### src/rtl/hif_pkg.sv
package hif_pkg;

  localparam int DATA_W = 8;
  localparam int SER_DAT_BIT = DATA_W - 1;
  localparam int SER_CLK_BIT = DATA_W - 2;

  typedef enum logic [1:0] {
    BUS_M68  = 2'b00,
    BUS_I80  = 2'b01,
    BUS_SER  = 2'b10,
    BUS_SERX = 2'b11
  } bus_mode_e;

  typedef struct packed {
    logic              sel_n;
    logic              sel_p;
    logic              dc;
    logic              ctl_a;
    logic              ctl_b;
    logic [DATA_W-1:0] dq;
  } pin_bundle_t;

  localparam int PIN_W = $bits(pin_bundle_t);

  // Idle value after reset: deselected, all strobes low.
  localparam pin_bundle_t PIN_IDLE = '{1'b1, 1'b0, 1'b0, 1'b0, 1'b0, {DATA_W{1'b0}}};

endpackage

### src/rtl/hif_sync.sv
module hif_sync #(
  parameter int           W       = 1,
  parameter int           STAGES  = 2,
  parameter logic [W-1:0] RST_VAL = '0
) (
  input  logic         clk,
  input  logic         rst_n,
  input  logic [W-1:0] d,
  output logic [W-1:0] q
);

  logic [STAGES-1:0][W-1:0] stg_q;
  logic [STAGES-1:0][W-1:0] stg_n;

  always_comb begin
    stg_n[0] = d;
    for (int i = 1; i < STAGES; i++) begin
      stg_n[i] = stg_q[i-1];
    end
  end

  always_ff @(posedge clk or negedge rst_n) begin
    if (!rst_n) begin
      stg_q <= {STAGES{RST_VAL}};
    end else begin
      stg_q <= stg_n;
    end
  end

  assign q = stg_q[STAGES-1];

endmodule

### src/rtl/hif_par.sv
module hif_par (
  input  logic clk,
  input  logic rst_n,
  input  logic m68,
  input  logic sel,
  input  logic ctl_a,
  input  logic ctl_b,
  output logic fire,
  output logic rd_qual
);

  // ctl_a: 6800 direction / 8080 write strobe (low active)
  // ctl_b: 6800 enable / 8080 read strobe (low active)
  logic a_q, b_q;
  logic a_rise, b_fall;

  always_comb begin
    a_rise = ctl_a & ~a_q;
    b_fall = b_q & ~ctl_b;
    if (m68) begin
      fire    = sel & b_fall & ~ctl_a;
      rd_qual = sel & ctl_a & ctl_b;
    end else begin
      fire    = sel & a_rise;
      rd_qual = sel & ~ctl_b;
    end
  end

  always_ff @(posedge clk or negedge rst_n) begin
    if (!rst_n) begin
      a_q <= 1'b0;
      b_q <= 1'b0;
    end else begin
      a_q <= ctl_a;
      b_q <= ctl_b;
    end
  end

endmodule

### src/rtl/hif_ser.sv
module hif_ser
  import hif_pkg::*;
(
  input  logic              clk,
  input  logic              rst_n,
  input  logic              active,
  input  logic              sel,
  input  logic              sclk,
  input  logic              sdat,
  input  logic              dc,
  output logic              fire,
  output logic              fire_dc,
  output logic [DATA_W-1:0] fire_byte
);

  localparam int CW = $clog2(DATA_W);
  localparam logic [CW-1:0] LAST = CW'(DATA_W - 1);

  logic              sclk_q;
  logic [DATA_W-1:0] sh_q, sh_n;
  logic [CW-1:0]     cnt_q, cnt_n;
  logic              rise;

  always_comb begin
    rise      = sclk & ~sclk_q;
    sh_n      = sh_q;
    cnt_n     = cnt_q;
    fire      = 1'b0;
    fire_dc   = dc;
    fire_byte = {sh_q[DATA_W-2:0], sdat};
    if (!active || !sel) begin
      sh_n  = '0;
      cnt_n = '0;
    end else if (rise) begin
      sh_n = {sh_q[DATA_W-2:0], sdat};
      if (cnt_q == LAST) begin
        fire  = 1'b1;
        cnt_n = '0;
      end else begin
        cnt_n = cnt_q + 1'b1;
      end
    end
  end

  always_ff @(posedge clk or negedge rst_n) begin
    if (!rst_n) begin
      sclk_q <= 1'b0;
      sh_q   <= '0;
      cnt_q  <= '0;
    end else begin
      sclk_q <= sclk;
      sh_q   <= sh_n;
      cnt_q  <= cnt_n;
    end
  end

endmodule

### src/rtl/hif_front.sv
module hif_front
  import hif_pkg::*;
#(
  parameter int SYNC_STAGES = 2,
  parameter int RST_STAGES  = 2
) (
  input  logic              clk,
  input  logic              rst_n,
  input  logic [1:0]        bus_mode,
  input  logic              sel_n,
  input  logic              sel_p,
  input  logic              dc,
  input  logic              rw_wr,
  input  logic              en_rd,
  input  logic [DATA_W-1:0] bus_i,
  input  logic [DATA_W-1:0] rd_byte,
  output logic [DATA_W-1:0] bus_o,
  output logic              bus_oe,
  output logic              cmd_stb,
  output logic              dat_stb,
  output logic [DATA_W-1:0] wr_byte
);

  // Reset: asserted asynchronously, released on a clock edge.
  logic [RST_STAGES-1:0] rst_q;
  logic                  rst_int_n;

  always_ff @(posedge clk or negedge rst_n) begin
    if (!rst_n) begin
      rst_q <= '0;
    end else begin
      rst_q <= {rst_q[RST_STAGES-2:0], 1'b1};
    end
  end
  assign rst_int_n = rst_q[RST_STAGES-1];

  // Pin synchronization.
  pin_bundle_t pins_raw, pins_syn;

  assign pins_raw = '{sel_n, sel_p, dc, rw_wr, en_rd, bus_i};

  hif_sync #(
    .W      (PIN_W),
    .STAGES (SYNC_STAGES),
    .RST_VAL(PIN_IDLE)
  ) u_sync (
    .clk  (clk),
    .rst_n(rst_int_n),
    .d    (pins_raw),
    .q    (pins_syn)
  );

  logic sel, ser_mode, m68;

  assign sel      = ~pins_syn.sel_n & pins_syn.sel_p;
  assign ser_mode = (bus_mode == BUS_SER) || (bus_mode == BUS_SERX);
  assign m68      = (bus_mode == BUS_M68);

  // Parallel protocols.
  logic par_fire, par_rd;

  hif_par u_par (
    .clk    (clk),
    .rst_n  (rst_int_n),
    .m68    (m68),
    .sel    (sel),
    .ctl_a  (pins_syn.ctl_a),
    .ctl_b  (pins_syn.ctl_b),
    .fire   (par_fire),
    .rd_qual(par_rd)
  );

  // Serial protocol.
  logic              ser_fire, ser_dc;
  logic [DATA_W-1:0] ser_byte;

  hif_ser u_ser (
    .clk      (clk),
    .rst_n    (rst_int_n),
    .active   (ser_mode),
    .sel      (sel),
    .sclk     (pins_syn.dq[SER_CLK_BIT]),
    .sdat     (pins_syn.dq[SER_DAT_BIT]),
    .dc       (pins_syn.dc),
    .fire     (ser_fire),
    .fire_dc  (ser_dc),
    .fire_byte(ser_byte)
  );

  // Output stage: next state.
  logic              fire, fire_dc;
  logic [DATA_W-1:0] fire_byte;
  logic              cmd_n, dat_n, oe_n;
  logic [DATA_W-1:0] byte_n;
  logic              cmd_q, dat_q, oe_q;
  logic [DATA_W-1:0] byte_q;

  always_comb begin
    if (ser_mode) begin
      fire      = ser_fire;
      fire_dc   = ser_dc;
      fire_byte = ser_byte;
    end else begin
      fire      = par_fire;
      fire_dc   = pins_syn.dc;
      fire_byte = pins_syn.dq;
    end
    cmd_n  = fire & ~fire_dc;
    dat_n  = fire & fire_dc;
    byte_n = fire ? fire_byte : byte_q;
    oe_n   = par_rd & ~ser_mode;
  end

  // Output stage: registers.
  always_ff @(posedge clk or negedge rst_int_n) begin
    if (!rst_int_n) begin
      cmd_q  <= 1'b0;
      dat_q  <= 1'b0;
      oe_q   <= 1'b0;
      byte_q <= '0;
    end else begin
      cmd_q  <= cmd_n;
      dat_q  <= dat_n;
      oe_q   <= oe_n;
      byte_q <= byte_n;
    end
  end

  assign cmd_stb = cmd_q;
  assign dat_stb = dat_q;
  assign bus_oe  = oe_q;
  assign wr_byte = byte_q;
  assign bus_o   = oe_q ? rd_byte : '0;

endmodule

### config.mk
export PLATFORM = sky130hd
export DESIGN_NAME = hif_front
export DESIGN_NICKNAME = d
export VERILOG_FILES = /design/src/rtl/hif_pkg.sv /design/src/rtl/hif_sync.sv /design/src/rtl/hif_par.sv /design/src/rtl/hif_ser.sv /design/src/rtl/hif_front.sv
export SDC_FILE = /design/constraint.sdc
export NUM_CORES = 1
export LEC_CHECK = 0
export BUFFER_PORTS_ARGS = -buffer_cell sky130_fd_sc_hd__buf_2
export CELL_PAD_IN_SITES_DETAIL_PLACEMENT = 0
export CELL_PAD_IN_SITES_GLOBAL_PLACEMENT = 1
export CORE_ASPECT_RATIO = 0.75
export CORE_MARGIN = 2
export CORE_UTILIZATION = 30
export DETAILED_ROUTE_END_ITERATION = 6
export PLACE_DENSITY = 0.66
export SLEW_MARGIN = 20
export SYNTH_ARGS = -nofsm -noshare
export SYNTH_HDL_FRONTEND = slang
export SYNTH_SLANG_ARGS = --single-unit
### constraint.sdc
create_clock -name clk -period 1.6 [get_ports clk]
set_clock_uncertainty 0.2 [all_clocks]
set_input_delay 0.08 -clock clk [delete_from_list [all_inputs] [get_ports clk]]
set_output_delay 0.08 -clock clk [all_outputs]
set_load 0.02 [all_outputs]
==> results of run 1 <==
-- how the worst max path moves through the flow --
stage            endpoint         from  cells past startpoint
6_report       wr_byte[0]  u_sync.q[8]                      5
5_1_grt        wr_byte[0]  u_sync.q[8]                      5
3_5_place_dp   wr_byte[0]  u_sync.q[8]                      5
3_3_place_gp   wr_byte[1]  u_sync.q[8]                      5
4_1_cts        wr_byte[0]  u_sync.q[8]                      5
2_1_floorplan  wr_byte[0]  u_sync.q[8]                      4
-- cells in the mapped netlist --
library cell	number	area share, %
or3b_1	1	0.48
or4b_4	1	0.76
ha_1	2	1.4
a21oi_1	1	0.27
nor3b_4	1	1.0
nor2_1	3	0.62
dfrtp_1	50	69
nand2_1	1	0.21
conb_1	1	0.21
inv_1	1	0.21
dfstp_2	2	2.9
mux2_4	8	6.6
and2_1	8	2.7
a21oi_4	2	1.8
mux2_2	9	5.6
a22o_1	10	4.8
nand3b_1	2	0.82
nor2b_1	1	0.34
buf_2	2	0.55
-- what timing repair did --
item	4_1_cts	5_1_grt
hold buffers	17	0
gates resized for setup	0	2
buffers inserted	1	1
pin swaps	0	0
endpoints found under the hold margin	30	0
setup endpoints to repair	20	34
-- worst max-delay path, stage by stage (launching register included) --
cell     delay, ns
dfrtp_1       0.39
or4b_4        0.53
a21oi_4       0.16
a21oi_4       0.05
buf_12        0.15
mux2_4        0.30
-- final cells by class --
type / count / area [um2] / area share (%)
Sequential cell: 52 / 1310 / 52.1
Multi-Input combinational cell: 51 / 505 / 20.2
Clock buffer: 6 / 82.6 / 3.30
Tap cell: 78 / 97.6 / 3.90
Inverter: 1 / 3.75 / 0.150
Timing Repair Buffer: 71 / 495 / 19.8
Clock inverter: 2 / 15.0 / 0.599
-- cells in the final DEF, fill, tap and decap left out, types with 6 or more instances in the layout --
| master | n |
|---|---|
| dfrtp_1 | 49 |
| buf_2 | 43 |
| mux2_4 | 8 |
| clkbuf_8 | 6 |
| a22o_1 | 10 |
| buf_4 | 9 |
| mux2_2 | 9 |
| and2_1 | 8 |
| dlygate4sd3_1 | 16 |
-- report_power, final --
group	internal, mW	switching [mW]
Combinational	0.158	0.134
Sequential	1.39	0.0391
Clock	0.350	0.417
-- layer usage --
layer  wire [um]  global-route usage [%]  vias to the layer above  share of wire, %
met1        1400                    13.4                      546                45
met5           0                       0                        -                 0
met3         106                    3.26                        4               3.4
li1            -                       -                      518                 -
met2        1600                    16.7                       23                51
met4          38                    4.19                        0               1.2
-- stage by stage --
| stage | instances | power, mW | hold WS (ns) | instance area, um2 |
|---|---|---|---|---|
| 4_1_cts | 261 | 2.52 | 0.0610 | 2500 |
| 3_5_place_dp | 236 | 1.72 | -0.330 | 2230 |
| 2_1_floorplan | 106 | 1.60 | -0.416 | 1820 |
| 5_1_grt | 261 | 2.61 | 0.0796 | 2500 |
| 6_report | 261 | 2.49 | 0.0578 | 2500 |
| 3_3_place_gp | 236 | 1.71 | -0.336 | 2230 |
-- state kept, by name, indices dropped and copies added, names as in the netlist --
| name | flops |
|---|---|
| wr_byte | 8 |
| cmd_stb | 1 |
| dat_stb | 1 |
| u_sync.q | 13 |
| u_ser.sclk_q | 1 |
| u_par.b_q | 1 |
| u_par.a_q | 1 |
| u_sync.stg_n | 13 |
| u_ser.cnt_q | 3 |
| bus_oe | 1 |
| rst_q | 2 |
| u_ser.sh_q | 7 |
-- cells by family (layout without fill, tap and decap cells) --
group	count (synthesis)	after routing	synth area share [%]
buffers and inverters	3	80	0.756
adders and majority gates	2	2	1.37
AOI/OAI and AO/OA	13	13	6.87
DFF	52	52	71.6
other	1	1	0.206
and+or+nand+nor	18	18	7.01
muxes	17	17	12.2
==> flow_metrics.py, run 1 <==
metrics = {
    "cts": {
        "cts_buffers": 5,
        "clk_pin_slew_ns": 0.09,
        "cts_tree": "yes",
        "cts_buffer_depth": 2,
        "cts-root-buf": "clkbuf_8",
        "ctsHtreeMaxLevel": 2,
        "clkLatencyLatePin_ns": 0.30,
        "clock_sinks": 52,
    },
    "synthesis": {
        "yosys_warnings": 0,
        "yosys.cell_types.count": 19,
        "synth_cells": 106,
        "ys_seq_area_share_pct": 71.6,
        "ys_ff_latch": 52,
        "syn-num-nets": 133,
        "syn_area_um2": 1820,
        "syn_area_per_cell_um2": 17.2,
    },
    "setup_path": {
        "r2r_setup_slack_ns": -0.29,
        "rr_startpoint": "u_sync.q[8]",
        "worstSetupStartpointType": "register",
        "critPathRequiredTime_ns": 1.59,
        "end_kind": "register",
        "critPathMaxFanout": 9,
        "regToRegEndpoint": "wr_byte[0]",
        "path_class": "register to register",
        "cp.arrival_ns": 1.88,
        "r2r_cells": 5,
    },
    "route": {
        "drt_pass1_iterations": 4,
        "vias": 1091,
        "ant_nets": 0,
        "wl_per_cell_um": 12.1,
        "wl_mm": 3.15,
        "drc": 0,
        "viasPerCell": 4.18,
        "drtIter0Drc": 79,
    },
    "floorplan": {
        "initial_core_util_pct": 31.3,
        "num_io_pins": 44,
        "dieArea_um2": 6710,
        "core_area_um2": 5830,
        "rows": 24,
        "die_y_um": 71.5,
        "chipWidth_um": 94.0,
    },
    "global_routing": {
        "grt_pass1_wl_mm": 5.40,
        "grt_usage_pct": 10.5,
        "grt_pass1_vias": 1184,
        "grt_max_degree": 35,
        "grt.overflow.total": 0,
        "grt_antenna_before_repair": 0,
    },
    "timing": {
        "setup_viol": 20,
        "max_freq_mhz": 529,
        "setup_tns_ns": -3.28,
        "worst_slew_pin_slew_ns": 0.758,
        "setup_ws_ns": -0.290,
        "slew_headroom_pct": 49.5,
        "min_period_ns": 1.89,
        "rsz0062_at_grt": "yes",
        "fin_crit_sh_pct": 118,
        "drv_slew": 0,
        "timing.final.hold_violations": 0,
    },
    "run_status": {
        "status": "finished, violations left",
        "violations": "negative setup slack",
    },
    "cells_and_area": {
        "nFillCells": 537,
        "post-route-util_pct": 43.0,
        "nNetsFinal": 209,
        "antenna_cells": 0,
        "drive_above_1_share_pct": 47.5,
        "areaGrowthSynthToFinish_pct": 37.6,
    },
    "power": {
        "ir_drop_mv": 0.652,
        "p_leak_nw": 1.26,
        "powerDensity_nw_per_um2": 994,
    },
    "placed_design": {
        "gp_congestion": 0.723,
        "hpwl_mm": 2.15,
        "place_worst_setup_slack_ns": -0.273,
        "io_buffers": 43,
    },
    "worst_hold_path": {
        "hp-class": "register to asynchronous set/reset pin",
    },
    "flow_run": {
        "maxCapViolations": 0,
    },
}
(Power assumes the default switching activity.)
==> run 2, diff against run 1 <==
--- a/config.mk
+++ b/config.mk
@@ -11,9 +11,11 @@
 export CORE_ASPECT_RATIO = 0.75
 export CORE_MARGIN = 2
 export CORE_UTILIZATION = 30
+export CTS_CLUSTER_DIAMETER = 150
 export DETAILED_ROUTE_END_ITERATION = 6
-export PLACE_DENSITY = 0.66
+export PLACE_DENSITY = 0.67
 export SLEW_MARGIN = 20
 export SYNTH_ARGS = -nofsm -noshare
 export SYNTH_HDL_FRONTEND = slang
+export SYNTH_HIERARCHICAL = 1
 export SYNTH_SLANG_ARGS = --single-unit
==> run 2 against run 1 <==
  * Non-clock buffer count did not move
  * Hold slack got worse by 0.072 ns
  * Global-route usage grew 0.69 points
  * Maximum frequency increased by 15%
  * The flow finishes with violations (negative hold slack, negative setup slack)
  * Design area up 6.5%
  * Combinational power increased by 100%
  * Highest routed layer unchanged
==> flow_metrics.py, run 2 <==
metrics = {
    "cts": {
        "cts_tree": "yes",
        "ctsHtreeMaxLevel": 2,
        "cts_buffer_depth": 2,
        "clk_pin_slew_ns": 0.09,
        "clkLatencyLatePin_ns": 0.30,
        "cts_buffers": 5,
        "clock_sinks": 52,
        "cts-root-buf": "clkbuf_8",
    },
    "synthesis": {
        "syn-num-nets": 173,
        "ys.flop_type": "dfrtp_1",
        "synthDominantCellAreaShare_pct": 64.4,
        "syn_area_per_cell_um2": 13.3,
        "synth_edf_count": 0,
        "yosys-top-cells-area": "dfrtp_1 (64%), mux2i_1 (12%), nand2_1 (4.2%)",
        "yosys_warnings": 6,
        "synth_cells": 146,
        "synth_top_area_cell": "dfrtp_1",
        "ys_seq_area_share_pct": 67.1,
        "ys_ff_latch": 52,
        "yosys.cell_types.count": 26,
        "post-synth-top-count-cell": "dfrtp_1",
        "synthTopCellsByCount": "dfrtp_1 (50), mux2i_1 (24), nand2_1 (22), a21oi_1 (10), and2_1 (8)",
        "syn_area_um2": 1940,
        "async_reset_ff_share_pct": 100,
    },
    "cells_and_area": {
        "final_common_cell": "dfrtp_1",
        "antenna_cells": 0,
        "fin_cells": 297,
        "areaGrowthSynthToFinish_pct": 37.3,
        "nNetsFinal": 242,
        "drive_above_1_share_pct": 35.6,
        "final_cell_mix": "dfrtp_1 (49), buf_2 (43), mux2i_1 (22), nand2_1 (21), dlygate4sd3_1 (15)",
    },
    "timing": {
        "timing.final.hold_violations": 13,
        "holdWs_ns": -0.0139,
        "rsz0062_at_grt": "yes",
        "setup_viol": 5,
        "drv_slew": 0,
        "fin_crit_sh_pct": 103,
        "min_period_ns": 1.65,
        "setup_ws_ns": -0.0454,
        "max_freq_mhz": 608,
    },
    "placed_design": {
        "place_inst": 272,
        "io_buffers": 43,
        "hpwl_mm": 2.39,
        "gp_congestion": 0.672,
        "place_worst_setup_slack_ns": -0.0526,
    },
    "setup_path": {
        "worstSetupStartpointType": "register",
        "critPathMaxFanout": 5,
        "cp.arrival_ns": 1.63,
        "end_kind": "register",
        "r2r_setup_slack_ns": -0.05,
        "path_class": "register to register",
        "critPathRequiredTime_ns": 1.58,
    },
    "global_routing": {
        "grt_pass1_vias": 1294,
        "grt.overflow.total": 0,
        "grt_usage_pct": 11.2,
        "grt_antenna_before_repair": 0,
        "grt_max_degree": 20,
        "grt_pass1_wl_mm": 6.06,
    },
    "power": {
        "power.total_mw": 3.03,
        "p_leak_nw": 1.23,
        "powerDensity_nw_per_um2": 1140,
        "ir_drop_mv": 0.726,
    },
    "worst_hold_path": {
        "hp-class": "register to asynchronous set/reset pin",
    },
    "floorplan": {
        "initial_core_util_pct": 30.9,
        "core_area_um2": 6290,
        "dieArea_um2": 7150,
        "num_io_pins": 44,
        "die_y_um": 73.7,
        "rows": 25,
        "chipWidth_um": 97.0,
    },
    "route": {
        "drc": 0,
        "ant_nets": 0,
        "drtIter0Drc": 54,
        "viasPerCell": 4.32,
        "drt_pass1_iterations": 4,
        "wl_mm": 3.75,
        "vias": 1282,
        "wl_per_cell_um": 12.6,
    },
    "run_status": {
        "status": "finished, violations left",
        "violations": "negative hold slack, negative setup slack",
    },
    "flow_run": {
        "maxCapViolations": 0,
    },
}
-- run 2: cell types whose count changed in the layout (fill, tap and decap cells not counted), moves of 8 or more --
| cell | previous run | this run |
|---|---|---|
| a21oi_1 | 1 | 10 |
| nand2_1 | 1 | 21 |
| mux2_2 | 9 | 0 |
| mux2_4 | 8 | 0 |
| mux2i_1 | 0 | 22 |
| a22o_1 | 10 | 0 |
-- run 2: path summary, 6_finish.rpt --
| check | start | endpoint | cells past startpoint |
|---|---|---|---|
| setup / recovery | u_ser/cnt_q[0] | wr_byte[5] | 7 |
| hold / removal | rst_q[1] | u_sync/stg_n[20] | 0 |
| setup reg to reg | u_ser/cnt_q[0] | wr_byte[5] | 7 |
| hold reg to reg | rst_q[1] | u_sync/stg_n[20] | 0 |
| max in group asynchronous | rst_n | rst_q[1] | 3 |
| min in group clk | bus_mode[1] | bus_oe | 3 |
-- run 2: timing repair --
action	in CTS	in global routing
hold endpoints to repair	15	0
gates resized for setup	7	7
buffers inserted	1	0
hold buffers	15	0
endpoints found under the setup margin	8	8
gates cloned	0	1
-- run 2: stage by stage --
stage | TNS (ns) | util (%) | cell area (um2)
final | -0.0555 | 42.4 | 2670
after floorplan | 0 | - | 1950
after global routing | -0.598 | 42.4 | 2670
after CTS | -0.0550 | 41.5 | 2610
after detailed placement | -0.229 | 36.8 | 2320
after global placement | -0.00546 | 36.8 | 2320
-- run 2: layer usage --
metal | global-route usage (%) | up-vias | part of all wire (%)
met3 | 3.62 | 4 | 6.4
met4 | 3.76 | 0 | 0.77
met5 | 0 | - | 0
li1 | - | 615 | -
met2 | 18.1 | 47 | 47
met1 | 14.4 | 616 | 46
-- run 2: critical path, cell delays in order (launching register included) --
cell and delay (ns):
dfrtp_1 0.37, ha_2 0.19, ha_4 0.14, nand2_4 0.05, nor2_4 0.10, buf_6 0.15, mux2i_4 0.22, mux2i_1 0.10
-- run 2: power breakdown --
group          total (mW)  internal [mW]  switching, mW
Combinational       0.583          0.272          0.311
Clock               0.883          0.465          0.418
Sequential           1.57           1.46          0.113
Total                3.03           2.19          0.842
-- run 2: logic make-up after synthesis --
kind of cell             after synthesis  share of synthesized area (%)
other                                  1                          0.193
buffers and inverters                 10                           3.73
multiplexers                          24                           12.4
AO/OA/AOI/OAI                         14                           3.93
AND/OR/NAND/NOR                       43                           11.5
adder cells (fa/ha/maj)                2                           1.29
flip-flops                            52                           67.1
-- run 2: cell type report --
type                            count  area [um2]
Clock buffer                        6        72.6
Clock inverter                      2        35.0
Fill cell                         611        3620
Inverter                            1        3.75
Multi-Input combinational cell     84         629
Sequential cell                    52        1310
Tap cell                           81         101
Timing Repair Buffer               71         522
